`src/rtl/bet_pkg.sv`:
```
package bet_pkg;
  typedef enum logic {
    MON_IDLE  = 1'b0,
    MON_ARMED = 1'b1
  } mon_state_t;
endpackage

```
`src/rtl/bet_timer.sv`:
```
module bet_timer
  import bet_pkg::*;
#(
  parameter int CNT_W = 8
) (
  input  logic             clk,
  input  logic             rst,
  input  logic             xfer_start,
  input  logic             xfer_ack,
  input  logic             line_low,
  input  logic [CNT_W-1:0] limit_cfg,
  output logic             to_pulse,
  output logic             armed
);
  localparam logic [CNT_W-1:0] CNT_ONE = {{(CNT_W-1){1'b0}}, 1'b1};

  mon_state_t       st_q;
  logic [CNT_W-1:0] cnt_q;
  logic [CNT_W-1:0] cnt_nx;
  logic             expire;

  assign cnt_nx = cnt_q + CNT_ONE;
  assign expire = (limit_cfg != '0) && (cnt_nx == limit_cfg);
  assign armed  = (st_q == MON_ARMED);

  always_ff @(posedge clk) begin
    if (rst) begin
      st_q     <= MON_IDLE;
      cnt_q    <= '0;
      to_pulse <= 1'b0;
    end else begin
      to_pulse <= 1'b0;
      if (xfer_start) begin
        st_q  <= MON_ARMED;
        cnt_q <= '0;
      end else if (st_q == MON_ARMED) begin
        if (xfer_ack || line_low) begin
          st_q <= MON_IDLE;
        end else if (expire) begin
          st_q     <= MON_IDLE;
          to_pulse <= 1'b1;
        end else begin
          cnt_q <= cnt_nx;
        end
      end
    end
  end

  // a timeout pulse never lasts two clocks
  assert_pulse_single_R4: assert property (@(posedge clk) disable iff (rst)
    to_pulse |=> !to_pulse);
  // an acknowledge in a counted cycle blocks the pulse
  assert_ack_blocks_timeout_R3: assert property (@(posedge clk) disable iff (rst)
    (armed && xfer_ack && !xfer_start) |=> !to_pulse);
  // no pulse from the idle state
  assert_idle_no_timeout_R10: assert property (@(posedge clk) disable iff (rst)
    !armed |=> !to_pulse);
  // a zero limit never times out
  assert_zero_limit_R5: assert property (@(posedge clk) disable iff (rst)
    (limit_cfg == '0) |=> !to_pulse);
  // a low line ends the cycle without a pulse
  assert_line_ends_cycle_R8: assert property (@(posedge clk) disable iff (rst)
    (armed && line_low && !xfer_start) |=> (!to_pulse && !armed));
endmodule

```
`src/rtl/bet_err_merge.sv`:
```
module bet_err_merge #(
  parameter int N_SRC = 2
) (
  input  logic             clk,
  input  logic             rst,
  input  logic             to_pulse,
  input  logic [N_SRC-1:0] ext_req,
  output logic             err_oe,
  output logic             err_drive_n
);
  logic [N_SRC-1:0] ext_q;

  for (genvar i = 0; i < N_SRC; i++) begin : g_src
    always_ff @(posedge clk) begin
      if (rst) ext_q[i] <= 1'b0;
      else     ext_q[i] <= ext_req[i];
    end
  end

  assign err_oe      = to_pulse | (|ext_q);
  assign err_drive_n = ~err_oe;

  // any sampled request raises the enable in the next clock
  assert_ext_sets_err_R7: assert property (@(posedge clk) disable iff (rst)
    (|ext_req) |=> err_oe);
  // a timeout pulse from the counter reaches the pin
  assert_timeout_reaches_pin_R2: assert property (@(posedge clk) disable iff (rst)
    to_pulse |-> err_oe);
endmodule

```
`src/rtl/bus_err_timeout_mon.sv`:
```
module bus_err_timeout_mon #(
  parameter int CNT_W = 8,
  parameter int N_EXT = 2
) (
  input  logic             clk,
  input  logic             rst,
  input  logic             xfer_start,
  input  logic             xfer_ack,
  input  logic [CNT_W-1:0] limit_cfg,
  input  logic [N_EXT-1:0] ext_err_req,
  input  logic             err_line_n,
  output logic             err_drive_n,
  output logic             err_oe
);
  logic to_pulse;
  logic armed;

  bet_timer #(.CNT_W(CNT_W)) u_timer (
    .clk        (clk),
    .rst        (rst),
    .xfer_start (xfer_start),
    .xfer_ack   (xfer_ack),
    .line_low   (~err_line_n),
    .limit_cfg  (limit_cfg),
    .to_pulse   (to_pulse),
    .armed      (armed)
  );

  bet_err_merge #(.N_SRC(N_EXT)) u_merge (
    .clk         (clk),
    .rst         (rst),
    .to_pulse    (to_pulse),
    .ext_req     (ext_err_req),
    .err_oe      (err_oe),
    .err_drive_n (err_drive_n)
  );

  // the pin is pulled low exactly when enabled
  assert_od_drive_R9: assert property (@(posedge clk) disable iff (rst)
    err_oe |-> !err_drive_n);
  assert_od_release_R9: assert property (@(posedge clk) disable iff (rst)
    !err_oe |-> err_drive_n);
endmodule

```
`config.mk`:
```
export PLATFORM = sky130hd
export DESIGN_NAME = bus_err_timeout_mon
export DESIGN_NICKNAME = d
export VERILOG_FILES = /design/src/rtl/bet_pkg.sv /design/src/rtl/bet_timer.sv /design/src/rtl/bet_err_merge.sv /design/src/rtl/bus_err_timeout_mon.sv
export SDC_FILE = /design/constraint.sdc
export NUM_CORES = 1
export LEC_CHECK = 0
export BUFFER_PORTS_ARGS = -buffer_cell sky130_fd_sc_hd__buf_2
export CORE_MARGIN = 1.5
export CORE_UTILIZATION = 30
export CTS_CLUSTER_DIAMETER = 50
export DETAILED_ROUTE_END_ITERATION = 16
export GPL_TIMING_DRIVEN = 0
export PLACE_DENSITY = 0.54
export SETUP_SLACK_MARGIN = 0.05
export SYNTH_ARGS = -nofsm -noshare
export SYNTH_HDL_FRONTEND = slang
export SYNTH_SLANG_ARGS = --single-unit
```
`constraint.sdc`:
```
create_clock -name clk -period 2.3 [get_ports clk]
set_input_delay 0.23 -clock clk [delete_from_list [all_inputs] [get_ports clk]]
set_output_delay 0.23 -clock clk [all_outputs]
set_load 0.02 [all_outputs]
```
==> results.toml <==
[global_route]
maximum_number_of_pins_on_one_net_before_global_route_repair = 11
gr-usage-all-layers_pct = 16.3
wire_length_of_the_first_global_routing_pass_mm = 5.20
overflow = 0
via_count_of_the_first_global_routing_pass = 1186
antenna_found_initial = 0

[floorplanning]
core-area_sq_um = 3390
initial_core_util_pct = 31.8
die_area_sq_um = 3960
die_wd_microns = 62.9
dieHeight_microns = 62.9
fp-row-count = 21
floorplan.io_pins = 17

[synthesis]
synth_largest_area_cell = "sky130_fd_sc_hd__dfxtp_1"
ys_seq_elements = 12
yosysWarnings = 0
ys_top_cells_by_area = "sky130_fd_sc_hd__dfxtp_1 22%, sky130_fd_sc_hd__nand2_1 8.0%, sky130_fd_sc_hd__nor4_1 7.5%"
yosysUniqueCellTypes = 43
synth_edf_count = 0
yosys.cell_count.top_type = "sky130_fd_sc_hd__nand2_1"
primary_flip_flop_cell_chosen_by_synthesis_mapping = "sky130_fd_sc_hd__dfxtp_1"
netlist_instances = 142
synthDominantCellAreaShare_pct = 22.3
syn-num-nets = 158
postSynthAreaPerCell_sq_um = 7.59
post_synthesis_cell_area_sq_um = 1080
async_set_or_reset_flop_fraction_in_the_synthesized_netlist_pct = 0
synth_common_cells = "23 x sky130_fd_sc_hd__nand2_1, 13 x sky130_fd_sc_hd__nor4_1, 12 x sky130_fd_sc_hd__dfxtp_1, 8 x sky130_fd_sc_hd__a21oi_1, 7 x sky130_fd_sc_hd__mux2i_1"
synth-seq-area-share_pct = 22.3

[power_and_ir_drop]
leakagePower_nw = 0.539
p_int_uw = 337
p_comb_share_pct = 16.1
power.share.switching_pct = 26.4
share_seq_of_total_power_pct = 46.2
power.clock.fraction_pct = 37.7
power.ir.vdd_worst_v = 0.000185
cellPowerDensity_nw_per_um2 = 344
total_switching_power_uw = 121

[timing]
maxClockFrequency_mhz = 465
grt_setup_unrepaired = "false"
slack_of_the_critical_path_ns = 0.148
final.setup_skew_ns = 0.00524
setup_viol = 0
post-route-period-util_pct = 93.5
slew_limit_fails = 0
final.min_clock_period_ns = 2.15
tightest_slew_ns = 0.758
worst_slew_margin_rel_pct = 49.3
timing_hold_violations_final = 0

[routing]
dr.pass1.iters = 4
drt-wirelength-per-cell_microns = 14.2
vias = 1148
drt_first_iter_violations = 32
routed_wl_mm = 3.00
drc = 0
postRouteAntennaNets = 0
post_drt_via_cell_ratio = 5.44

[clocking]
numCtsBuffers = 3
clk_latency_ns = 0.28
clock-root-buffer = "sky130_fd_sc_hd__clkbuf_4"
cts_num_sinks = 12
cts_max_level = 1
clock_tree_from_tritoncts = "done"
clk_transition_reported_paths_ns = 0.08
cts-root-to-sink-buffers = 2

[layout]
layout-drive-gt1-share_pct = 29.1
fin_nets = 182
diodes = 0
finalNonFillerCells = 211
fill_cells = 362
layout.area.seq_sq_um = 245
multi_input_area_sq_um = 796
area.growth.synth_to_final_pct = 23.5

[worst_hold_path]
hold_path_end = "u_timer.armed"
timing.hold.worst.class = "in2reg"
min_path_cells = 2
hp-start = "rst"

[worst_setup_path]
crit-reg2reg-capture = "u_timer.cnt_q[1]"
reg2reg_depth = 8
cp_data_required_time_ns = 2.46
path_max_fanout = 5
timing.setup.critical_path_class = "reg2reg"
reg2reg_setup_slack_ns = 0.15
critical_path_arrival_ns = 2.31
worstSetupEndpointType = "flip-flop"
timing.rr.start = "u_timer.cnt_q[0]"
setup.worst_path.start_class = "flip-flop"

[place]
port_buffers = 16
dpl.hpwl_mm = 2.18
pre_cts_setup_slack_ns = -0.0843
routabilityCongestion = 0.755
place_inst = 204

[job]
max_cap_viol_count = 0

[run_status]
status = "finished clean"
-- worst max path at each step --
stage                                start               end  slack, ns  cells past startpoint
final                     u_timer.cnt_q[0]  u_timer.cnt_q[1]       0.15                      8
after global routing      u_timer.cnt_q[0]  u_timer.cnt_q[1]       0.03                      8
after CTS                 u_timer.cnt_q[0]  u_timer.cnt_q[1]       0.05                      8
after detailed placement  u_timer.cnt_q[0]  u_timer.cnt_q[1]      -0.08                      8
after global placement    u_timer.cnt_q[0]  u_timer.cnt_q[1]     -0.009                      8
after floorplan           u_timer.cnt_q[0]  u_timer.cnt_q[0]       0.17                      8
-- worst max-delay path, stage by stage (launching register included) --
cell                        delay, ns
sky130_fd_sc_hd__dfxtp_4         0.36
sky130_fd_sc_hd__ha_4            0.24
sky130_fd_sc_hd__xor2_1          0.16
sky130_fd_sc_hd__a31oi_1         0.18
sky130_fd_sc_hd__o2111ai_2       0.15
sky130_fd_sc_hd__or4b_4          0.53
sky130_fd_sc_hd__buf_8           0.16
sky130_fd_sc_hd__mux2i_1         0.15
sky130_fd_sc_hd__o211ai_1        0.10
-- routing by layer --
layer  vias to the layer above  global-route usage, %  wire [microns]
li1                        568                      -               -
met1                       544                   18.7            1390
met2                        29                   29.0            1430
met3                         7                   4.32             129
met4                         0                   5.56              48
met5                         -                      0               0
-- sequential cells by signal, summed over array words and instances (netlist names) --
signal	count
u_merge.ext_q	2
u_timer.armed	1
u_timer.cnt_q	8
u_timer.to_pulse	1
-- power groups by stage --
stage | clock (mW) | combinational (mW) | sequential, mW
global placement | 0 | 0.0667 | 0.217
CTS | 0.180 | 0.0705 | 0.211
detailed placement | 0 | 0.0684 | 0.217
floorplan | 0 | 0.0391 | 0.217
global route | 0.188 | 0.0807 | 0.212
finish | 0.172 | 0.0736 | 0.211
-- kinds of logic (layout without fill, tap and decap cells) --
kind of cell | after synthesis | count (layout) | synth area share [%]
fa+ha+maj | 1 | 1 | 1.16
flops | 12 | 12 | 22.3
buf+inv | 15 | 38 | 8.25
compound gates | 27 | 27 | 18.8
mux | 7 | 7 | 6.50
xor+xnor | 7 | 7 | 5.69
simple gates | 73 | 73 | 37.3
-- placed cells by master (no fill, tap or decap), drive strengths merged --
| master | Yosys | final |
|---|---|---|
| a2111oi | 1 | 1 |
| a211oi | 2 | 2 |
| a21boi | 1 | 1 |
| a21oi | 11 | 11 |
| a311oi | 1 | 1 |
| a31oi | 1 | 1 |
| a32oi | 1 | 1 |
| and3 | 3 | 3 |
| and3b | 1 | 1 |
| and4 | 2 | 2 |
| and4bb | 1 | 1 |
| buf | 7 | 26 |
| clkbuf | 3 | 7 |
| dfxtp | 12 | 12 |
| ha | 1 | 1 |
| inv | 5 | 5 |
| mux2i | 7 | 7 |
| nand2 | 24 | 24 |
| nand2b | 2 | 2 |
| nand3 | 7 | 7 |
| nand3b | 1 | 1 |
| nand4 | 1 | 1 |
| nor2 | 6 | 6 |
| nor2b | 3 | 3 |
| nor3 | 2 | 2 |
| nor4 | 13 | 13 |
| o2111ai | 1 | 1 |
| o211ai | 2 | 2 |
| o21ai | 2 | 2 |
| o21bai | 2 | 2 |
| o22ai | 1 | 1 |
| o311ai | 1 | 1 |
| or2 | 2 | 2 |
| or3 | 4 | 4 |
| or4b | 1 | 1 |
| xnor2 | 4 | 4 |
| xor2 | 3 | 3 |
-- final cells by class --
class,instances,share of cell area (%)
well taps,46,4.33
flip-flops and latches,12,18.4
plain buffers,10,5.55
multi-input cells,115,59.8
inverters,5,1.41
clock buffers,4,2.73
repair buffers,19,7.71
-- repair_timing --
item                       4_1_cts  5_1_grt
hold buffers                     0        0
setup endpoints to repair        9        9
cloned                           1        0
buffers inserted                 2        0
pin swaps                        1        2
gates resized for setup          5        9
-- metrics by stage --
| stage | hold WS, ns | cell area, sq um | utilization (%) | TNS, ns | total power [mW] |
|---|---|---|---|---|---|
| 2_1_floorplan | 0.292 | 1080 | - | 0 | 0.256 |
| 3_3_place_gp | 0.443 | 1210 | 35.8 | -0.0153 | 0.284 |
| 3_5_place_dp | 0.451 | 1210 | 35.8 | -0.254 | 0.286 |
| 4_1_cts | 0.140 | 1280 | 37.8 | 0 | 0.462 |
| 5_1_grt | 0.151 | 1330 | 39.2 | 0 | 0.480 |
| 6_report | 0.151 | 1330 | 39.2 | 0 | 0.457 |
No activity file was read; power rests on OpenSTA's default activity.
